$ cat config.mk
export PLATFORM = sky130hd
export DESIGN_NAME = flash_page_writer
export DESIGN_NICKNAME = d
export VERILOG_FILES = /design/src/rtl/fpw_pkg.sv /design/src/rtl/fpw_tick.sv /design/src/rtl/fpw_shift.sv /design/src/rtl/fpw_ctrl.sv /design/src/rtl/flash_page_writer.sv
export SDC_FILE = /design/constraint.sdc
export NUM_CORES = 1
export LEC_CHECK = 0
export ABC_AREA = 1
export BUFFER_PORTS_ARGS = -buffer_cell sky130_fd_sc_hd__buf_4
export CAP_MARGIN = 30
export CORE_UTILIZATION = 40
export CTS_BUF_LIST = sky130_fd_sc_hd__clkbuf_8
export DETAILED_ROUTE_END_ITERATION = 10
export PLACE_DENSITY = 0.63
export SETUP_SLACK_MARGIN = 0.05
export SLEW_MARGIN = 30
export SYNTH_ARGS = -nofsm -noshare
export SYNTH_HDL_FRONTEND = slang
export SYNTH_HIERARCHICAL = 1
export SYNTH_SLANG_ARGS = --single-unit
$ cat constraint.sdc
create_clock -name clk -period 3.05 [get_ports clk]
set_input_delay 0.61 -clock clk [delete_from_list [all_inputs] [get_ports clk]]
set_output_delay 0.61 -clock clk [all_outputs]
set_load 0.01 [all_outputs]
$ cat src/rtl/fpw_pkg.sv
package fpw_pkg;

  typedef enum logic [2:0] {
    ST_IDLE,
    ST_WREN,
    ST_PROG,
    ST_DATA,
    ST_POLL,
    ST_GAP,
    ST_END
  } fpw_state_t;

  localparam logic [7:0] OP_WREN  = 8'h06;
  localparam logic [7:0] OP_PROG  = 8'h02;
  localparam logic [7:0] OP_STAT  = 8'h05;
  localparam logic [7:0] OP_DUMMY = 8'h00;

  function automatic logic in_frame(input fpw_state_t s);
    return (s == ST_WREN) || (s == ST_PROG) || (s == ST_DATA) || (s == ST_POLL);
  endfunction

endpackage

$ cat src/rtl/fpw_tick.sv
module fpw_tick #(
  parameter int HALF_DIV = 2
) (
  input  logic clk,
  input  logic rst_n,
  input  logic en_i,
  output logic tick_o
);

  generate
    if (HALF_DIV <= 1) begin : g_full
      assign tick_o = en_i;
    end else begin : g_div
      localparam int CW = $clog2(HALF_DIV);
      localparam logic [CW-1:0] LAST = CW'(HALF_DIV - 1);
      logic [CW-1:0] cnt_q, cnt_d;

      always_comb begin
        cnt_d = cnt_q;
        if (!en_i) begin
          cnt_d = '0;
        end else if (cnt_q == LAST) begin
          cnt_d = '0;
        end else begin
          cnt_d = cnt_q + 1'b1;
        end
      end

      always_ff @(posedge clk or negedge rst_n) begin
        if (!rst_n) begin
          cnt_q <= '0;
        end else begin
          cnt_q <= cnt_d;
        end
      end

      assign tick_o = en_i && (cnt_q == LAST);
    end
  endgenerate

endmodule

$ cat src/rtl/fpw_shift.sv
module fpw_shift (
  input  logic       clk,
  input  logic       rst_n,
  input  logic       load_i,
  input  logic [7:0] byte_i,
  input  logic       tick_i,
  input  logic       miso_i,
  output logic       busy_o,
  output logic       done_o,
  output logic [7:0] rx_o,
  output logic       sck_o,
  output logic       mosi_o
);

  logic       act_q, act_d;
  logic       sck_q, sck_d;
  logic [7:0] sr_q, sr_d;
  logic [7:0] rx_q, rx_d;
  logic [2:0] bit_q, bit_d;
  logic       fin;

  always_comb begin
    act_d = act_q;
    sck_d = sck_q;
    sr_d  = sr_q;
    rx_d  = rx_q;
    bit_d = bit_q;
    fin   = 1'b0;
    if (!act_q) begin
      if (load_i) begin
        act_d = 1'b1;
        sr_d  = byte_i;
        bit_d = '0;
      end
    end else if (tick_i) begin
      if (!sck_q) begin
        sck_d = 1'b1;
        rx_d  = {rx_q[6:0], miso_i};
      end else begin
        sck_d = 1'b0;
        sr_d  = {sr_q[6:0], 1'b0};
        bit_d = bit_q + 1'b1;
        if (bit_q == 3'd7) begin
          act_d = 1'b0;
          fin   = 1'b1;
        end
      end
    end
  end

  always_ff @(posedge clk or negedge rst_n) begin
    if (!rst_n) begin
      act_q <= 1'b0;
      sck_q <= 1'b0;
      sr_q  <= '0;
      rx_q  <= '0;
      bit_q <= '0;
    end else begin
      act_q <= act_d;
      sck_q <= sck_d;
      sr_q  <= sr_d;
      rx_q  <= rx_d;
      bit_q <= bit_d;
    end
  end

  assign busy_o = act_q;
  assign done_o = fin;
  assign rx_o   = rx_q;
  assign sck_o  = sck_q;
  assign mosi_o = sr_q[7];

endmodule

$ cat src/rtl/fpw_ctrl.sv
module fpw_ctrl
  import fpw_pkg::*;
#(
  parameter int ADDR_W    = 24,
  parameter int MAX_BYTES = 256,
  parameter int HALF_DIV  = 2,
  localparam int CNT_W    = $clog2(MAX_BYTES + 1)
) (
  input  logic              clk,
  input  logic              rst_n,
  input  logic              start_i,
  input  logic [ADDR_W-1:0] addr_i,
  input  logic [CNT_W-1:0]  count_i,
  input  logic [7:0]        wdat_i,
  input  logic              wvalid_i,
  input  logic              sh_busy_i,
  input  logic              sh_done_i,
  input  logic [7:0]        sh_rx_i,
  output logic              sh_load_o,
  output logic [7:0]        sh_byte_o,
  output logic              wready_o,
  output logic              idle_o,
  output logic              done_o,
  output logic              err_o,
  output logic              cs_n_o
);

  localparam int AB      = ADDR_W / 8;
  localparam int GAP_LEN = 2 * HALF_DIV;
  localparam int GW      = $clog2(GAP_LEN + 1);
  localparam logic [CNT_W-1:0] HDR_LAST = CNT_W'(AB);
  localparam logic [CNT_W-1:0] CNT_MAX  = CNT_W'(MAX_BYTES);
  localparam logic [GW-1:0]    GAP_END  = GW'(GAP_LEN - 1);

  fpw_state_t        st_q, st_d, nxt_q, nxt_d;
  logic [ADDR_W-1:0] addr_q, addr_d;
  logic [CNT_W-1:0]  cnt_q, cnt_d;
  logic [CNT_W-1:0]  idx_q, idx_d;
  logic              iss_q, iss_d;
  logic [GW-1:0]     gap_q, gap_d;
  logic              err_q, err_d;
  logic [7:0]        hdr;
  logic              free;

  // byte of the program header selected by the byte index
  always_comb begin
    hdr = OP_PROG;
    for (int k = 1; k <= AB; k++) begin
      if (idx_q == CNT_W'(k)) begin
        hdr = addr_q[(AB-k)*8 +: 8];
      end
    end
  end

  assign free = !iss_q && !sh_busy_i;

  always_comb begin
    st_d      = st_q;
    nxt_d     = nxt_q;
    addr_d    = addr_q;
    cnt_d     = cnt_q;
    idx_d     = idx_q;
    iss_d     = iss_q;
    gap_d     = gap_q;
    err_d     = 1'b0;
    sh_load_o = 1'b0;
    sh_byte_o = OP_DUMMY;
    wready_o  = 1'b0;
    unique case (st_q)
      ST_IDLE: begin
        if (start_i) begin
          if ((count_i == '0) || (count_i > CNT_MAX)) begin
            err_d = 1'b1;
          end else begin
            addr_d = addr_i;
            cnt_d  = count_i;
            idx_d  = '0;
            iss_d  = 1'b0;
            st_d   = ST_WREN;
          end
        end
      end
      ST_WREN: begin
        sh_byte_o = OP_WREN;
        if (free) begin
          sh_load_o = 1'b1;
          iss_d     = 1'b1;
        end
        if (sh_done_i) begin
          iss_d = 1'b0;
          gap_d = '0;
          nxt_d = ST_PROG;
          st_d  = ST_GAP;
        end
      end
      ST_PROG: begin
        sh_byte_o = hdr;
        if (free) begin
          sh_load_o = 1'b1;
          iss_d     = 1'b1;
        end
        if (sh_done_i) begin
          iss_d = 1'b0;
          if (idx_q == HDR_LAST) begin
            idx_d = '0;
            st_d  = ST_DATA;
          end else begin
            idx_d = idx_q + 1'b1;
          end
        end
      end
      ST_DATA: begin
        sh_byte_o = wdat_i;
        wready_o  = free;
        if (free && wvalid_i) begin
          sh_load_o = 1'b1;
          iss_d     = 1'b1;
        end
        if (sh_done_i) begin
          iss_d = 1'b0;
          if (idx_q == cnt_q - 1'b1) begin
            idx_d = '0;
            gap_d = '0;
            nxt_d = ST_POLL;
            st_d  = ST_GAP;
          end else begin
            idx_d = idx_q + 1'b1;
          end
        end
      end
      ST_POLL: begin
        sh_byte_o = (idx_q == '0) ? OP_STAT : OP_DUMMY;
        if (free) begin
          sh_load_o = 1'b1;
          iss_d     = 1'b1;
        end
        if (sh_done_i) begin
          iss_d = 1'b0;
          if (idx_q == '0) begin
            idx_d = CNT_W'(1);
          end else begin
            idx_d = '0;
            gap_d = '0;
            nxt_d = sh_rx_i[0] ? ST_POLL : ST_END;
            st_d  = ST_GAP;
          end
        end
      end
      ST_GAP: begin
        if (gap_q == GAP_END) begin
          st_d = nxt_q;
        end else begin
          gap_d = gap_q + 1'b1;
        end
      end
      ST_END: begin
        st_d = ST_IDLE;
      end
      default: begin
        st_d = ST_IDLE;
      end
    endcase
  end

  always_ff @(posedge clk or negedge rst_n) begin
    if (!rst_n) begin
      st_q   <= ST_IDLE;
      nxt_q  <= ST_IDLE;
      addr_q <= '0;
      cnt_q  <= '0;
      idx_q  <= '0;
      iss_q  <= 1'b0;
      gap_q  <= '0;
      err_q  <= 1'b0;
    end else begin
      st_q   <= st_d;
      nxt_q  <= nxt_d;
      addr_q <= addr_d;
      cnt_q  <= cnt_d;
      idx_q  <= idx_d;
      iss_q  <= iss_d;
      gap_q  <= gap_d;
      err_q  <= err_d;
    end
  end

  assign idle_o = (st_q == ST_IDLE);
  assign done_o = (st_q == ST_END);
  assign err_o  = err_q;
  assign cs_n_o = !in_frame(st_q);

endmodule

$ cat src/rtl/flash_page_writer.sv
module flash_page_writer #(
  parameter int ADDR_W    = 24,
  parameter int MAX_BYTES = 256,
  parameter int HALF_DIV  = 2,
  localparam int CNT_W    = $clog2(MAX_BYTES + 1)
) (
  input  logic              clk,
  input  logic              rst_n,
  input  logic              start_i,
  input  logic [ADDR_W-1:0] addr_i,
  input  logic [CNT_W-1:0]  count_i,
  input  logic [7:0]        wdat_i,
  input  logic              wvalid_i,
  output logic              wready_o,
  output logic              idle_o,
  output logic              done_o,
  output logic              err_o,
  output logic              sck_o,
  output logic              cs_n_o,
  output logic              mosi_o,
  input  logic              miso_i
);

  logic [1:0] rst_pipe;
  logic       rst_sn;
  logic       sh_load, sh_busy, sh_done, tick;
  logic [7:0] sh_byte, sh_rx;

  // reset asserts at once, releases two edges later
  always_ff @(posedge clk or negedge rst_n) begin
    if (!rst_n) begin
      rst_pipe <= 2'b00;
    end else begin
      rst_pipe <= {rst_pipe[0], 1'b1};
    end
  end
  assign rst_sn = rst_pipe[1];

  fpw_tick #(.HALF_DIV(HALF_DIV)) u_tick (
    .clk    (clk),
    .rst_n  (rst_sn),
    .en_i   (sh_busy),
    .tick_o (tick)
  );

  fpw_shift u_shift (
    .clk    (clk),
    .rst_n  (rst_sn),
    .load_i (sh_load),
    .byte_i (sh_byte),
    .tick_i (tick),
    .miso_i (miso_i),
    .busy_o (sh_busy),
    .done_o (sh_done),
    .rx_o   (sh_rx),
    .sck_o  (sck_o),
    .mosi_o (mosi_o)
  );

  fpw_ctrl #(
    .ADDR_W    (ADDR_W),
    .MAX_BYTES (MAX_BYTES),
    .HALF_DIV  (HALF_DIV)
  ) u_ctrl (
    .clk       (clk),
    .rst_n     (rst_sn),
    .start_i   (start_i),
    .addr_i    (addr_i),
    .count_i   (count_i),
    .wdat_i    (wdat_i),
    .wvalid_i  (wvalid_i),
    .sh_busy_i (sh_busy),
    .sh_done_i (sh_done),
    .sh_rx_i   (sh_rx),
    .sh_load_o (sh_load),
    .sh_byte_o (sh_byte),
    .wready_o  (wready_o),
    .idle_o    (idle_o),
    .done_o    (done_o),
    .err_o     (err_o),
    .cs_n_o    (cs_n_o)
  );

endmodule

==> flow_summary.rst <==
.. list-table::
   :header-rows: 1

   * - Metric
     - Value
   * - Register area
     - 0.00173 sq mm
   * - Number of antenna violations at the first check in global routing
     - 0
   * - Area of combinational cells with multiple inputs
     - 0.00217 sq mm
   * - Run status
     - finished, final reports clean
   * - Clk buf depth
     - 2
   * - DRT antenna net count
     - 0
   * - Post-detailed-route wirelength per cell
     - 13.3 microns
   * - Cell-internal power
     - 2.57 mW
   * - Final slew viol count
     - 0
   * - Worst path max stage delay
     - 0.50 ns
   * - Routed WL
     - 9500 microns
   * - Overflow left after global routing
     - 0
   * - Worst hold margin
     - 0.0281 ns
   * - Slew of the pin with the lowest slew margin
     - 0.846 ns
   * - Quantity of hold-fixing buffers added after cts
     - 0
   * - Cell count after synthesis
     - 514
   * - Number of gates resized after CTS
     - 0
   * - Static Leak
     - 2.62 nW
   * - Final HPWL from detailed placement
     - 7120 microns
   * - Clock insertion delay at the later pin of the skew report
     - 0.34 ns
   * - Ant diodes
     - 0
   * - Number of detailed-route iterations in the first pass
     - 5
   * - Wire length of the first global-routing pass
     - 16200 microns
   * - Setup total negative slack
     - 0 ns
   * - Chip Height
     - 105 microns
   * - Sort of element at the start of the critical path
     - register
   * - Setup repair after global routing missed its margin
     - false
   * - Initial cell density of the core
     - 0.409
   * - Sw power
     - 1.66 mW
   * - Number of levels in the clock H-tree
     - 3
   * - Die Area
     - 0.0109 sq mm
   * - Post-synthesis cell area
     - 0.00421 sq mm
   * - Ports placed on the boundary
     - 53
   * - Critical path capture point type
     - output pin
   * - Worst slew margin relative to its limit
     - 0.436
   * - Detailed Route Iter0 Violations
     - 165
   * - Shortest clock period the worst path allows after layout
     - 2.25 ns
   * - Final clock skew
     - 0.0131 ns
   * - Sw Ratio
     - 0.393
   * - Post-layout worst setup margin
     - 0.799 ns
   * - Routed length on met3
     - 258 microns
   * - Core area
     - 0.0103 sq mm
   * - Floorplan row count
     - 37
   * - Pin count of the biggest net entering global routing
     - 68
   * - Clock sink count
     - 69
   * - Critical path buffers and inverters
     - 3
   * - Average cell area after synthesis
     - 8.19 sq um
   * - Buffer count from post-CTS setup fixing
     - 0
   * - Count of yosys warnings during synthesis
     - 6
   * - Critical path's slowest cell
     - dfrtp_1
   * - Number of non-filler instances in the completed layout
     - 715
   * - Total of buffers placed on input and output ports
     - 52
   * - Number of nets in the final layout
     - 629
   * - Layout overhead on the synthesized area
     - 18.0%
   * - Met2 Wirelength
     - 4440 microns
   * - Pre-CTS WS
     - 0.570 ns
   * - Number of global-route vias before repair
     - 3431
   * - Worst hold-check path type
     - in2async
   * - Cell count after placement
     - 699
   * - Seq pwr share
     - 0.367
   * - Routed length on met1
     - 4700 microns
   * - Routability congestion estimate
     - 0.811
   * - Largest fanout of any net on the critical path
     - 5
   * - Portion of total power attributed to combinational logic
     - 0.419
   * - Uppermost routed layer
     - met4
   * - Total DRC errors in the routed layout
     - 0
   * - Clock buffer count from CTS
     - 9
   * - Vias per std cell
     - 4.91
   * - Global-route usage over all layers
     - 0.185
   * - Total vias in the final route
     - 3514
   * - Peak supply drop
     - 0.357 mV
   * - Pwr Total
     - 4.23 mW
   * - Root buf cell
     - clkbuf_8
   * - Number of max-cap violations
     - 0
   * - Fin crit share
     - 0.738
   * - Final hold vios
     - 0
   * - Power density over the cells
     - 853 mW/mm^2
   * - Most prevalent standard cell on the critical path
     - nand2_1
   * - Crit-path cells
     - inv_2, nor2_4, nand2_1, nand2_1, nor2_2, nand2_1, inv_1, buf_4
   * - Clock tree from TritonCTS
     - done
   * - Fmax
     - 444 MHz
   * - Fill cell total of the finished layout
     - 997
   * - Signal arrival time at the worst endpoint
     - 1.64 ns
   * - Nets in the synthesized netlist
     - 569
   * - Final setup violating endpoints
     - 0
   * - Largest delay contributor family on the critical path
     - flip-flops
   * - Die X
     - 105 microns
   * - Required time at the endpoint of the critical path
     - 2.44 ns
   * - Critical path class
     - reg2out
   * - Share of layout cells above drive strength 1
     - 0.245
   * - Clock-pin slew on the worst setup and hold paths
     - 0.08 ns
   * - Clock network fraction of design power
     - 0.215
final timing paths:
kind,depth (start not counted),startpoint,slack (ns),end
worst max register to register,14,u_ctrl/idx_q[0],0.86,u_shift/sr_q[6]
min in group clk,0,rst_pipe[0],0.37,rst_pipe[1]
worst min register to register,0,rst_pipe[0],0.37,rst_pipe[1]
max in group asynchronous,1,rst_pipe[1],2.03,u_ctrl/idx_q[4]
worst max-delay path,8,u_ctrl/st_q[0],0.80,cs_n_o
worst min-delay path,1,rst_n,0.03,rst_pipe[0]
cell type report:
class | instances | share of cell area
Tap cell | 136 | 0.0343
Inverter | 64 | 0.0489
Clock buffer | 9 | 0.0249
Clock inverter | 7 | 0.0232
Sequential cell | 69 | 0.348
Multi-Input combinational cell | 374 | 0.436
Timing Repair Buffer | 56 | 0.0847
layout by cell type (no fill, tap or decap), drive strengths merged:
cell,count
xor2,9
nand3,43
o21a,1
inv,64
o211ai,3
ha,9
a211oi,3
mux2,23
nor3,6
buf,56
clkinv,3
nor4,1
nand2,174
clkinvlp,1
clkbuf,9
nor2,47
o311ai,1
conb,1
a21oi,7
bufinv,3
nand3b,6
xnor2,1
o21ai,23
or2,1
a31oi,3
nand4,12
dfrtp,69
flip-flops by register name (all words and copies together) (netlist names):
signal / cells
u_shift/sck_o: 1
u_ctrl/nxt_q: 2
u_shift/busy_o: 1
u_ctrl/gap_q: 3
u_shift/sr_q: 8
u_tick/g_div.cnt_q: 1
u_ctrl/idx_q: 9
u_shift/rx_o: 1
u_ctrl/addr_q: 24
u_ctrl/err_o: 1
rst_pipe: 2
u_ctrl/cnt_q: 9
u_shift/bit_q: 3
u_ctrl/iss_q: 1
u_ctrl/st_q: 3
stage by stage:
step	utilization	cell area, sq um
after CTS	0.483	4970
final	0.483	4970
after global routing	0.483	4970
after floorplan	-	4210
after detailed placement	0.460	4730
after global placement	0.460	4730
power groups by stage:
stage / Sequential (mW) / Combinational (mW) / Clock (mW)
5_1_grt: 1.60 / 2.01 / 0.959
6_report: 1.55 / 1.77 / 0.910
4_1_cts: 1.55 / 1.78 / 0.920
2_1_floorplan: 1.51 / 1.39 / 0
3_3_place_gp: 1.55 / 1.73 / 0
3_5_place_dp: 1.56 / 1.77 / 0
per-layer routing:
layer	vias to the layer above	GRT usage
met4	0	0.0541
met3	9	0.0306
met2	55	0.294
met1	1678	0.260
li1	1772	-
met5	-	0
Note: power is estimated with default switching activity, not from simulation.
